==> src/rtl/spi_window_master.sv <==
module spi_window_master #(
  parameter int CLK_DIV = 2,
  parameter int MAX_LEN = 240,
  parameter int LW = $clog2(MAX_LEN + 1)
) (
  input  logic          clk,
  input  logic          rst_n,
  input  logic          start,
  input  logic          rd_mode,
  input  logic [1:0]    word_sel,
  input  logic [7:0]    opcode,
  input  logic [31:0]   addr,
  input  logic [LW-1:0] len,
  input  logic [LW-1:0] src_len,
  output logic [LW-1:0] wr_idx,
  input  logic [7:0]    wr_byte,
  output logic          rd_we,
  output logic [LW-1:0] rd_idx,
  output logic [7:0]    rd_byte,
  output logic          sclk,
  output logic          mosi,
  input  logic          miso,
  output logic          cs_n,
  output logic          busy,
  output logic          done
);
  localparam int FB = $clog2(MAX_LEN + 10);
  localparam int GW = $clog2(2 * CLK_DIV) + 1;

  typedef enum logic [1:0] {S_IDLE, S_XFER, S_GAP} st_t;
  st_t st;

  logic [GW-1:0] cnt;
  logic [2:0]    bitn;
  logic [FB-1:0] byten;
  logic [6:0]    sh;
  logic          r_rd;
  logic [1:0]    r_ws;
  logic [7:0]    r_op;
  logic [31:0]   r_addr;
  logic [LW-1:0] r_len, r_src;

  logic [FB-1:0] ds, dend, last;
  logic          in_data, tick;
  logic [LW-1:0] pos, mask, swz;
  logic [7:0]    tx_byte;

  assign ds      = r_rd ? FB'(9) : FB'(5);
  assign dend    = ds + FB'(r_len);
  assign last    = r_rd ? dend - FB'(1) : dend;
  assign in_data = (byten >= ds) && (byten < dend);
  assign pos     = LW'(byten - ds);
  assign mask    = (r_ws == 2'd0) ? LW'(1) : (r_ws == 2'd1) ? LW'(3) : LW'(7);
  assign swz     = pos ^ mask;
  assign wr_idx  = swz;
  assign tick    = cnt == GW'(CLK_DIV - 1);

  always_comb begin
    case (byten)
      FB'(0):  tx_byte = r_op;
      FB'(1):  tx_byte = r_addr[31:24];
      FB'(2):  tx_byte = r_addr[23:16];
      FB'(3):  tx_byte = r_addr[15:8];
      FB'(4):  tx_byte = r_addr[7:0];
      default: tx_byte = (!r_rd && in_data && swz < r_src) ? wr_byte : 8'h00;
    endcase
  end

  assign cs_n = st != S_XFER;
  assign busy = st != S_IDLE;
  assign mosi = cs_n ? 1'b0 : tx_byte[3'd7 - bitn];

  always_ff @(posedge clk or negedge rst_n) begin
    if (!rst_n) begin
      st      <= S_IDLE;
      cnt     <= '0;
      bitn    <= '0;
      byten   <= '0;
      sh      <= '0;
      sclk    <= 1'b0;
      done    <= 1'b0;
      rd_we   <= 1'b0;
      rd_idx  <= '0;
      rd_byte <= '0;
      r_rd    <= 1'b0;
      r_ws    <= '0;
      r_op    <= '0;
      r_addr  <= '0;
      r_len   <= '0;
      r_src   <= '0;
    end else begin
      done  <= 1'b0;
      rd_we <= 1'b0;
      case (st)
        S_IDLE: if (start) begin
          st     <= S_XFER;
          cnt    <= '0;
          bitn   <= '0;
          byten  <= '0;
          sclk   <= 1'b0;
          r_rd   <= rd_mode;
          r_ws   <= word_sel;
          r_op   <= opcode;
          r_addr <= addr;
          r_len  <= len;
          r_src  <= src_len;
        end
        S_XFER: begin
          cnt <= tick ? '0 : cnt + GW'(1);
          if (tick) begin
            if (!sclk) begin
              sclk <= 1'b1;
              sh   <= {sh[5:0], miso};
              if (bitn == 3'd7 && in_data && r_rd) begin
                rd_we   <= 1'b1;
                rd_idx  <= swz;
                rd_byte <= {sh, miso};
              end
            end else begin
              sclk <= 1'b0;
              bitn <= bitn + 3'd1;
              if (bitn == 3'd7) begin
                if (byten == last) begin
                  st  <= S_GAP;
                  cnt <= '0;
                end else begin
                  byten <= byten + FB'(1);
                end
              end
            end
          end
        end
        S_GAP: begin
          cnt <= cnt + GW'(1);
          if (cnt == GW'(2 * CLK_DIV - 1)) begin
            st   <= S_IDLE;
            done <= 1'b1;
          end
        end
        default: st <= S_IDLE;
      endcase
    end
  end
endmodule

==> config.mk <==
export PLATFORM = sky130hd
export DESIGN_NAME = spi_window_master
export DESIGN_NICKNAME = d
export VERILOG_FILES = /design/src/rtl/spi_window_master.sv
export SDC_FILE = /design/constraint.sdc
export NUM_CORES = 1
export LEC_CHECK = 0
export ABC_AREA = 1
export BUFFER_PORTS_ARGS = -buffer_cell sky130_fd_sc_hd__buf_2
export CORE_MARGIN = 1
export CORE_UTILIZATION = 57
export CTS_CLUSTER_DIAMETER = 100
export DETAILED_ROUTE_END_ITERATION = 10
export PLACE_DENSITY = 0.88
export SYNTH_ARGS = -nofsm -noshare
export SYNTH_HDL_FRONTEND = slang
export SYNTH_SLANG_ARGS = --single-unit
export TNS_END_PERCENT = 100
==> constraint.sdc <==
create_clock -name clk -period 3 [get_ports clk]
set_input_delay 0.3 -clock clk [delete_from_list [all_inputs] [get_ports clk]]
set_output_delay 0.3 -clock clk [all_outputs]
set_load 0.02 [all_outputs]
==> summary.md <==
| Metric | Value |
|---|---|
| Via count of the first global-routing pass | 5,467 |
| Setup crit start kind | flip-flop |
| Detailed Routing Iterations Pass 1 | 6 |
| Post-synthesis average cell area | 7.34 µm² |
| Met2 Track Usage GR | a little over half |
| Antenna-violating nets left | 0 |
| Hold Fails Final Rpt | 0 |
| Leading cell types by total area after synthesis | sky130_fd_sc_hd__dfrtp_1 (44%), sky130_fd_sc_hd__nand2_1 (21%), sky130_fd_sc_hd__ha_1 (6.8%) |
| Final global-route overflow total | 0 |
| Peak ir drop on the vdd network | between 400 and 500 µV |
| Worst-case clock buffer depth | 2 |
| Top cell by count, worst path | sky130_fd_sc_hd__buf_6 |
| Final setup skew | 17.0 ps |
| Routed length per placed instance | 16.7 µm |
| Startpoint of the most critical register-to-register path | r_rd |
| Wire length of the first global-routing pass | roughly 26,000 µm |
| Commonest cells post-synth | sky130_fd_sc_hd__nand2_1 (318), sky130_fd_sc_hd__dfrtp_1 (101), sky130_fd_sc_hd__inv_1 (78) |
| Slack of the critical path | -561 ps |
| Arrival time at the worst endpoint | approximately 3300 ps |
| Max Cap Violations | 0 |
| Clock tree root buffer cell | sky130_fd_sc_hd__clkbuf_8 |
| Floorplan Core Area | 9770 µm² |
| Setup repair after global routing missed its margin | true |
| Critical path's top delay family | adder cells |
| Count of unique library cells instantiated by Yosys | 32 |
| Cell leakage power | 3.83 nW |
| Final setup violation count | 1 |
| H-tree lvl count | 3 |
| Syn Inst Count | about 800 |
| Die outline height | 102 µm |
| Maximum number of pins on one net before global-route repair | 83 |
| Iteration-0 DRC Markers | roughly 490 |
| Tmin final | 3560 ps |
| Detailed placer's ending HPWL | 10,600 µm |
| Detailed-route DRC error count | 0 |
| Crit-path max cell delay | 450 ps |
| Proportion of register bits with asynchronous set or reset after synthesis | 100% |
| Critical path start-end classification | reg2out |
| Largest fanout on the critical path | 4 |
| Initial antenna violation count | 0 |
| Area fraction of the dominant cell type after synthesis | approximately 44% |
| Boundary pin count | 101 |
| Number of max-slew violations in the final report | 0 |
| Busiest layer in global routing | met2 |
| GRT Util Overall | 32.1% |
| Cell breakdown of the critical path | buf_6, ha_4, buf_6, nand2_8, o211ai_1, xor2_1, ha_1, nand2_2, o21ai_1, a21oi_1, nand4_1, nand2_1, inv_1, nor2_2, buf_6 |
| Largest area contributor in the netlist | sky130_fd_sc_hd__dfrtp_1 |
| Synth-to-Final Area Change | 25.0% |
| Buf/Inv on CP | 4 |
| Path depth of the worst reg2reg path | 21 |
| Result of the run | finished with violations |
| Clock tree from TritonCTS | yes |
| Sequential-to-total area share from yosys stat | between 40 and 50% |
| Clock network latency to the later pin of the worst-skew pair | between 300 and 400 ps |
| Clock transition at the register clock pins on the worst setup and hold paths after CTS | around 110 ps |
| Most frequent cell after synthesis | sky130_fd_sc_hd__nand2_1 |
| # hold bufs at CTS | 0 |
| Total standard cell area after synthesis | roughly 5700 µm² |
| WHS | 29.5 ps |
| ANT cells | 0 |
| Met3 routing resource usage after global routing | 7.25% |
| Power density relative to cell area | 1000 nW/µm² |
| Total vias in the final route | 5,906 |
| RR Endpoint | st[0] |
| Layout filler cell count | 722 |
| Num Clock Sinks | a little over 100 |
| Predominant post-synthesis flop cell | sky130_fd_sc_hd__dfrtp_1 |
| Final Util | 73.2% |
| Required time worst endpoint | about 2700 ps |
| Syn. warnings | 0 |
| Post-synthesis sequential element count | 101 |
| Vias per std cell | 5.62 |
| Library cell contributing the largest single delay on the critical path | sky130_fd_sc_hd__dfrtp_1 |
| Horizontal die dimension | between 100 and 150 µm |
| Number of nets produced by synthesis | 882 |
| Path type of the worst min-delay path | in2async |
| Met1 track demand over resource | 38.0% |
| Final weighted congestion in routability-driven placement | 0.940 |
| Count of input and output buffers | 100 |
| Number of buffers created by CTS | 9 |
| Final period utilization | 119% |
| Setup slack of the most critical reg-to-reg path | approximately 50 ps |
| Maximum clock frequency | 0.281 GHz |
| Number of enable-type register cells in the synthesized netlist | 0 |
| Endpoint class of the critical path | primary output |
| Post-detailed-routing wire length | about 18,000 µm |
| Least-Margin Pin Slew | about 1100 ps |
| Count of nets after finishing | 1,015 |
| Violations in the final reports | negative setup slack |
| Die area | 10,500 µm² |
| Share of post-route cells with drive strength above 1 | approximately 25% |
| Starting density of the core | 58.6% |
| Tightest slew margin relative to the limit | 29.8% |
| Number of cell rows | 36 |
==> power breakdown <==
group	internal (mW)	switching [mW]	leakage, nW
logic	1.58	2.59	2.44
clock network	0.332	0.522	0.0873
registers	1.82	0.338	1.30
==> registers in the layout (all words and copies together) (netlist names), 3 cells and up <==
signal,cells
bitn,3
byten,8
cnt,3
r_addr,32
r_len,8
r_op,8
r_src,8
rd_byte,8
rd_idx,8
sh,7
==> cells by family after synthesis <==
family / after synthesis / share of synthesized area, %
and+or+nand+nor: 458 / 33.3
buffers and inverters: 104 / 7.08
DFF: 101 / 44.1
AOI/OAI and AO/OA: 73 / 6.69
adders and majority gates: 31 / 6.77
xor gates and xnor gates: 13 / 1.99
==> worst reg2reg max path, cell delays in order, from the launching register on <==
cell and delay [ps]:
sky130_fd_sc_hd__dfrtp_1 440, sky130_fd_sc_hd__inv_2 100, sky130_fd_sc_hd__buf_6 140, sky130_fd_sc_hd__ha_4 150, sky130_fd_sc_hd__inv_1 150, sky130_fd_sc_hd__nand2_4 90
sky130_fd_sc_hd__nand2_2 90, sky130_fd_sc_hd__nand2_2 90, sky130_fd_sc_hd__buf_4 150, sky130_fd_sc_hd__buf_4 120, sky130_fd_sc_hd__buf_4 130, sky130_fd_sc_hd__buf_4 150
sky130_fd_sc_hd__o21ai_1 170, sky130_fd_sc_hd__nand2_1 120, sky130_fd_sc_hd__nand2_1 90, sky130_fd_sc_hd__nand2_1 90, sky130_fd_sc_hd__nor2_4 160, sky130_fd_sc_hd__nand3_4 130
sky130_fd_sc_hd__nand2_2 130, sky130_fd_sc_hd__nand2_2 50, sky130_fd_sc_hd__nand2_1 70, sky130_fd_sc_hd__nand2_1 50
==> layout make-up <==
cell class	instances	area (µm²)	area share, %
inverter	81	307	4.28
tap	133	166	2.32
clock buffer	10	138	1.92
sequential	101	2530	35.3
multi-input combinational	575	3090	43.1
timing repair buffer	145	891	12.4
clock inverter	5	43.8	0.612
==> metal layers <==
layer / vias to the layer above / part of all wire [%]
met5: - / 0
met4: 0 / 5.5
met3: 110 / 7.6
met2: 368 / 50
met1: 2708 / 37
li1: 2720 / -
==> placed cells by master (no fill, tap or decap), types with 2 or more instances in the layout <==
cell type	instances
sky130_fd_sc_hd__nand2_1	304
sky130_fd_sc_hd__dfrtp_1	101
sky130_fd_sc_hd__buf_2	98
sky130_fd_sc_hd__inv_1	72
sky130_fd_sc_hd__nand3_1	63
sky130_fd_sc_hd__o21ai_0	42
sky130_fd_sc_hd__buf_4	39
sky130_fd_sc_hd__nor2_1	35
sky130_fd_sc_hd__ha_1	22
sky130_fd_sc_hd__nand2_2	18
sky130_fd_sc_hd__o21ai_1	10
sky130_fd_sc_hd__clkbuf_8	10
sky130_fd_sc_hd__xor2_1	9
sky130_fd_sc_hd__nand4_1	8
sky130_fd_sc_hd__ha_4	8
sky130_fd_sc_hd__inv_2	7
sky130_fd_sc_hd__nor2_2	7
sky130_fd_sc_hd__a21oi_1	7
sky130_fd_sc_hd__buf_6	6
sky130_fd_sc_hd__a21oi_2	5
sky130_fd_sc_hd__nor3_1	5
sky130_fd_sc_hd__o21ai_2	3
sky130_fd_sc_hd__nand3_4	3
sky130_fd_sc_hd__nor2_4	3
sky130_fd_sc_hd__xor2_2	3
sky130_fd_sc_hd__nand2_4	2
sky130_fd_sc_hd__nand3_2	2
sky130_fd_sc_hd__nand3b_1	2
sky130_fd_sc_hd__nor3_2	2
sky130_fd_sc_hd__a22oi_1	2
sky130_fd_sc_hd__o22ai_1	2
sky130_fd_sc_hd__inv_6	2
sky130_fd_sc_hd__clkinvlp_4	2
sky130_fd_sc_hd__buf_12	2
==> worst max path at each step <==
| stage | startpoint | endpoint | slack (ps) | cells past startpoint |
|---|---|---|---|---|
| floorplan | r_rd | mosi | 50 | 13 |
| global placement | r_rd | mosi | 70 | 18 |
| detailed placement | r_rd | mosi | -110 | 18 |
| CTS | r_rd | mosi | -230 | 15 |
| global route | r_rd | mosi | -630 | 19 |
| finish | r_rd | mosi | -560 | 15 |
==> metrics by stage <==
step,cells,total power [mW],setup slack (ps),area [µm²],TNS (ps)
2_1_floorplan,780,4.30,48.8,5730,0
3_3_place_gp,1015,5.14,66.1,6490,0
3_5_place_dp,1015,5.29,-110,6490,-110
4_1_cts,1045,6.56,-230,6930,-2230
5_1_grt,1050,7.62,-634,7160,-761
6_report,1050,7.18,-561,7160,-561
==> timing repair <==
item                       CTS  global route
gates resized for setup     31            44
setup buffers               15            13
setup endpoints to repair    1            28
pin swaps                   11            26
Note: power is estimated with default switching activity, not from simulation.
